## src/rtl/accel_fifo.sv

```systemverilog
module accel_fifo #(
  parameter int AXW = 12,
  parameter int DEPTH = 32,
  localparam int AW = $clog2(DEPTH),
  localparam int EW = 3 * AXW
) (
  input  logic           clk,
  input  logic           rst_n,
  input  logic           en,
  input  logic           flush,
  input  logic [AW-1:0]  thresh,
  input  logic           wm_mode,
  input  logic           stream_mode,
  input  logic           freeze_en,
  input  logic           wake_evt,
  input  logic           smp_vld,
  input  logic [AXW-1:0] smp_x,
  input  logic [AXW-1:0] smp_y,
  input  logic [AXW-1:0] smp_z,
  input  logic           rd_done,
  output logic [AXW-1:0] head_x,
  output logic [AXW-1:0] head_y,
  output logic [AXW-1:0] head_z,
  output logic [AW:0]    level,
  output logic           empty,
  output logic           full,
  output logic           at_thr,
  input  logic [2:0]     irq_en,
  input  logic           irq_clr,
  output logic [2:0]     irq_flags
);

  logic [EW-1:0] mem [DEPTH];
  logic [AW-1:0] wp, rp;
  logic [AW:0]   cnt;
  logic          frozen;
  logic [EW-1:0] last_q;
  logic [2:0]    armed;
  logic [2:0]    flags_q;

  assign empty  = (cnt == '0);
  assign full   = (cnt == (AW+1)'(DEPTH));
  assign at_thr = (cnt >= {1'b0, thresh});
  assign level  = cnt;

  logic wr, ovw, rd, pop;
  assign wr  = en & smp_vld & ~frozen & (~full | stream_mode) & ~(wm_mode & at_thr);
  assign ovw = wr & full;
  assign rd  = en & rd_done & ~empty;
  assign pop = rd | ovw;

  logic [EW-1:0] head;
  assign head = empty ? last_q : mem[rp];
  assign {head_z, head_y, head_x} = head;

  always_ff @(posedge clk or negedge rst_n) begin
    if (!rst_n) begin
      for (int i = 0; i < DEPTH; i++) mem[i] <= '0;
      wp <= '0; rp <= '0; cnt <= '0; frozen <= 1'b0; last_q <= '0;
    end else if (flush) begin
      for (int i = 0; i < DEPTH; i++) mem[i] <= '0;
      wp <= '0; rp <= '0; cnt <= '0; frozen <= 1'b0; last_q <= '0;
    end else begin
      if (wr) begin
        mem[wp] <= {smp_z, smp_y, smp_x};
        wp <= wp + 1'b1;
      end
      if (pop) rp <= rp + 1'b1;
      if (rd) last_q <= mem[rp];
      cnt <= cnt + (AW+1)'(wr) - (AW+1)'(pop);
      if (!freeze_en) frozen <= 1'b0;
      else if (en && wake_evt) frozen <= 1'b1;
    end
  end

  logic [2:0] cond, fire;
  assign cond = {at_thr, full, empty};
  assign fire = {3{en & ~irq_clr}} & irq_en & cond & (armed | 3'b100);
  assign irq_flags = flags_q;

  always_ff @(posedge clk or negedge rst_n) begin
    if (!rst_n) begin
      flags_q <= '0;
      armed   <= '1;
    end else begin
      flags_q <= irq_clr ? 3'b000 : (flags_q | fire);
      armed   <= (armed & ~fire) | ~cond;
    end
  end

  AST_LEVEL_MAX: assert property (@(posedge clk) disable iff (!rst_n)
    level <= (AW+1)'(DEPTH));
  AST_FULL_HOLD: assert property (@(posedge clk) disable iff (!rst_n)
    (full && !stream_mode && !rd_done && !flush) |=> full);
  AST_EN_OFF_HOLD: assert property (@(posedge clk) disable iff (!rst_n)
    (!en && !flush) |=> $stable(level));
  AST_WM_NO_GROW: assert property (@(posedge clk) disable iff (!rst_n)
    (en && wm_mode && at_thr && !flush) |=> level <= $past(level));
  AST_PUSH_POP: assert property (@(posedge clk) disable iff (!rst_n)
    (en && smp_vld && rd_done && !empty && !full && !frozen && !flush && !(wm_mode && at_thr))
      |=> $stable(level));
  AST_EMPTY_READ: assert property (@(posedge clk) disable iff (!rst_n)
    (empty && !smp_vld && !flush) |=> (empty && $stable(head)));
  AST_CLR_WINS: assert property (@(posedge clk) disable iff (!rst_n)
    irq_clr |=> irq_flags == 3'b000);
  AST_EN_GATES_IRQ: assert property (@(posedge clk) disable iff (!rst_n)
    (!irq_clr) |=> ((irq_flags & ~$past(irq_flags) & ~$past(irq_en)) == 3'b000));

endmodule

```

## config.mk

```make
export PLATFORM = sky130hd
export DESIGN_NAME = accel_fifo
export DESIGN_NICKNAME = d
export VERILOG_FILES = /design/src/rtl/accel_fifo.sv
export SDC_FILE = /design/constraint.sdc
export NUM_CORES = 2
export LEC_CHECK = 0
export BUFFER_PORTS_ARGS = -buffer_cell sky130_fd_sc_hd__buf_2
export CAP_MARGIN = 20
export CORE_AREA = 2 2 508 510
export DETAILED_ROUTE_END_ITERATION = 7
export DIE_AREA = 0 0 510 512
export PLACE_DENSITY = 0.39
export SYNTH_ARGS = -nofsm -noshare
export SYNTH_HDL_FRONTEND = slang
export SYNTH_SLANG_ARGS = --single-unit
export TNS_END_PERCENT = 30
```

## constraint.sdc

```tcl
create_clock -name clk -period 4.1 [get_ports clk]
set_input_delay 0.41 -clock clk [delete_from_list [all_inputs] [get_ports clk]]
set_output_delay 0.41 -clock clk [all_outputs]
set_load 0.01 [all_outputs]
```

==> metrics.txt <==
worst clock skew on the final layout 0.02211 ns; maximum ir drop on the vdd rail 0.0004978 V; synthesis-to-finish area growth 17.32%; fraction of final layout cells with drive strength greater than 1 16.30%; die area 261100 um2; synthesized instance count 6216; post-layout net count 6174; number of pins with negative max-slew slack in the final report 0; CP Launch Type register; clk sink count 1210; leakage power total 0.02656 uW; count of input and output buffers 102; most common cell after layout, fill and taps aside sky130_fd_sc_hd__nand2_1; total of flip-flops plus latches after synthesis 1210; vias in the first global route 47595; setup repair after global routing missed its margin true; kind of critical path reg -> out; fraction of the yosys area taken by sequential cells 51.65%; clock transition time at the flip-flop clock pins of the worst setup and hold paths 0.06 ns; total number of vias 46744; Fill cells 26664; endpoint kind of the worst setup timing path primary output; Routed Antenna Nets 0; total negative setup slack 0 ns; Register-to-Register Path Depth 16; Longest Clk Path Bufs 3; kind of path behind the tightest hold check in -> reg; final count of negative-setup-slack endpoints 0; starting density of the core 22.92%; most frequent cells in the layout sky130_fd_sc_hd__nand2_1 (2355), sky130_fd_sc_hd__dfrtp_1 (1206), sky130_fd_sc_hd__a21oi_1 (1169), sky130_fd_sc_hd__mux4_2 (260), sky130_fd_sc_hd__clkbuf_16 (143); Max-Slew Margin vs Limit 21.69%; data arrival time of the critical path 3.64 ns; worst reg2reg startpoint level[3]; Crit Reg-Reg Endpoint level[4]; Final period util 98.78%; worst hold path startpoint flush; worst path buffer plus inverter count 3; Critical Path, Cell by Cell buf_12, buf_4, mux4_2, o22ai_1, nor4_1, nand2_1, nand2_1, buf_2; slack of the worst reg-to-reg path 0.78 ns; min Tclk post-route 4.050 ns; wirelength, routed 240200 um; total global routing track utilization 18.21%; PwrDens 426.0 nW/um2; die extent in x 510 um; worst hold path stage count 2; DP HPWL 141800 um; net count after synthesis 6291; cell family with the largest share of critical-path delay buffers and inverters; number of antenna violations at the first check in global routing 14; count of distinct cell types in the synthesized netlist 55; Hold Vio Cnt, Final 0; residual overflow from global routing 0; number of top-level design ports 103; via/cell ratio 4.870; Core Region 255800 um2; drt initial violations 3975; Worst Hold Endpoint mem[1004]; Routed WL per cell 25.03 um; clock tree from TritonCTS built; TritonCTS buffer count 140; total number of yosys warnings 0; number of max-cap violations 0; result of the run complete, no violations; Clock Root Buffer sky130_fd_sc_hd__clkbuf_16; Worst-Margin Slew 1.175 ns; wire length of the first global-routing pass 352200 um; utilization of the core after routing 26.89%; H-Tree Depth 4; netlist area before placement 58630 um2; synthesized area divided by synthesized cell count 9.432 um2; crit-path max cell delay 0.67 ns; # DRC 0; DR pass1 iterations 6; later-pin clock latency in the skew report 0.81 ns; Crit-path slowest cell sky130_fd_sc_hd__dfrtp_4; vertical die dimension 512 um; most common cell type on the critical path sky130_fd_sc_hd__nand2_1; data required time at the worst endpoint 3.69 ns; crit path max fanout 48; Std-Cell Rows 186; Max Freq 246.9 MHz; global placement routability congestion 0.8097; maximum number of pins on one net before global-route repair 179
## logic make-up after synthesis
group | share of synthesized area [%]
AOI/OAI and AO/OA | 14.91
xor gates and xnor gates | 0.1046
adders and majority gates | 0.4396
buffers and inverters | 5.060
DFF | 51.65
muxes | 11.14
and+or+nand+nor | 16.70
## cell type report
cell class / count / area [um2] / area share (%)
sequential: 1210 / 30290 / 44.04
multi-input combinational: 4391 / 26060 / 37.89
tap: 3384 / 4234 / 6.156
clock buffer: 208 / 4123 / 5.994
timing repair buffer: 333 / 3381 / 4.915
clock inverter: 43 / 589.3 / 0.8568
inverter: 23 / 87.58 / 0.1273
antenna: 6 / 15.01 / 0.02183
## metal layers
layer	GRT usage, %	vias to the layer above	wire [um]
met1	24.24	24403	104800
met5	0	-	27
met3	2.224	304	10160
li1	-	20843	-
met2	30.84	1190	118600
met4	5.256	4	6665
## state kept, by name, summed over array words and instances (netlist names)
name	count
mem	1152
last_q	36
level	6
rp	5
wp	5
irq_flags	3
armed	2
frozen	1
## stage by stage
stage               hold slack (ns)  worst slack, ns  power (uW)  instance area, um2  instances
floorplan                    0.1144           0.3211       14630               58630       6216
global placement             0.4357           0.4447       16480               63730       9330
detailed placement           0.4377           0.6032       16460               63730       9331
CTS                         0.02196         -0.02411       29730               68700       9592
global route                0.06743         -0.02174       30400               68780       9597
finish                      0.06690          0.04989       29300               68780       9598
## cell usage after synthesis (all sizes together)
cell / n / area (um2)
dfstp: 2 / 52.55
a211oi: 11 / 100.1
nand3b: 7 / 52.55
a21bo: 1 / 10.01
nor2b: 5 / 31.28
nor3: 30 / 150.1
buf: 229 / 1518
inv: 23 / 86.34
a22o: 29 / 254.0
dfrtp: 1208 / 30230
o21bai: 1 / 7.510
a2111oi: 26 / 715.7
a22oi: 7 / 52.55
o21ai: 78 / 394.1
a211o: 1 / 8.760
nor2: 37 / 138.9
fa: 1 / 20.02
mux2: 59 / 664.4
mux2i: 1 / 10.01
o21a: 8 / 60.06
o22ai: 116 / 725.7
ha: 19 / 237.7
nand4bb: 1 / 11.26
or3: 2 / 12.51
a21boi: 6 / 63.81
a21o: 3 / 22.52
nand2: 2355 / 8840
nand2b: 7 / 43.79
a221oi: 14 / 122.6
clkbuf: 363 / 1363
xnor2: 6 / 52.55
o2111ai: 8 / 70.07
or2: 2 / 12.52
nor3b: 8 / 60.06
a41oi: 2 / 17.52
nand3: 47 / 235.2
and2: 2 / 12.51
mux4: 260 / 5856
a21oi: 1198 / 6105
xor2: 1 / 8.760
a31oi: 2 / 12.51
nor4: 30 / 187.7
## how the worst max path moves through the flow
stage,cells after the start,to,from,slack (ns)
floorplan,21,level[4],thresh[3],0.32
global placement,8,head_z[4],rp[0],0.44
detailed placement,8,head_x[8],rp[0],0.60
CTS,9,head_y[4],rp[0],-0.02
global route,9,head_y[4],rp[0],-0.02
finish,8,head_z[5],rp[1],0.05
## where the power goes
| group | switching [uW] | total [uW] | leakage (uW) | internal (uW) |
|---|---|---|---|---|
| clock network | 5470 | 13100 | 0.00231 | 7630 |
| logic | 2870 | 4060 | 0.00736 | 1190 |
| registers | 97.6 | 12100 | 0.0169 | 12000 |
| total | 8450 | 29300 | 0.0266 | 20900 |
## timing repair
item	CTS	global route
gates resized for setup	28	13
buffers inserted	2	0
setup endpoints to repair	31	13
hold buffers	8	0
endpoints found under the hold margin	60	0
Note: power is estimated with default switching activity, not from simulation.
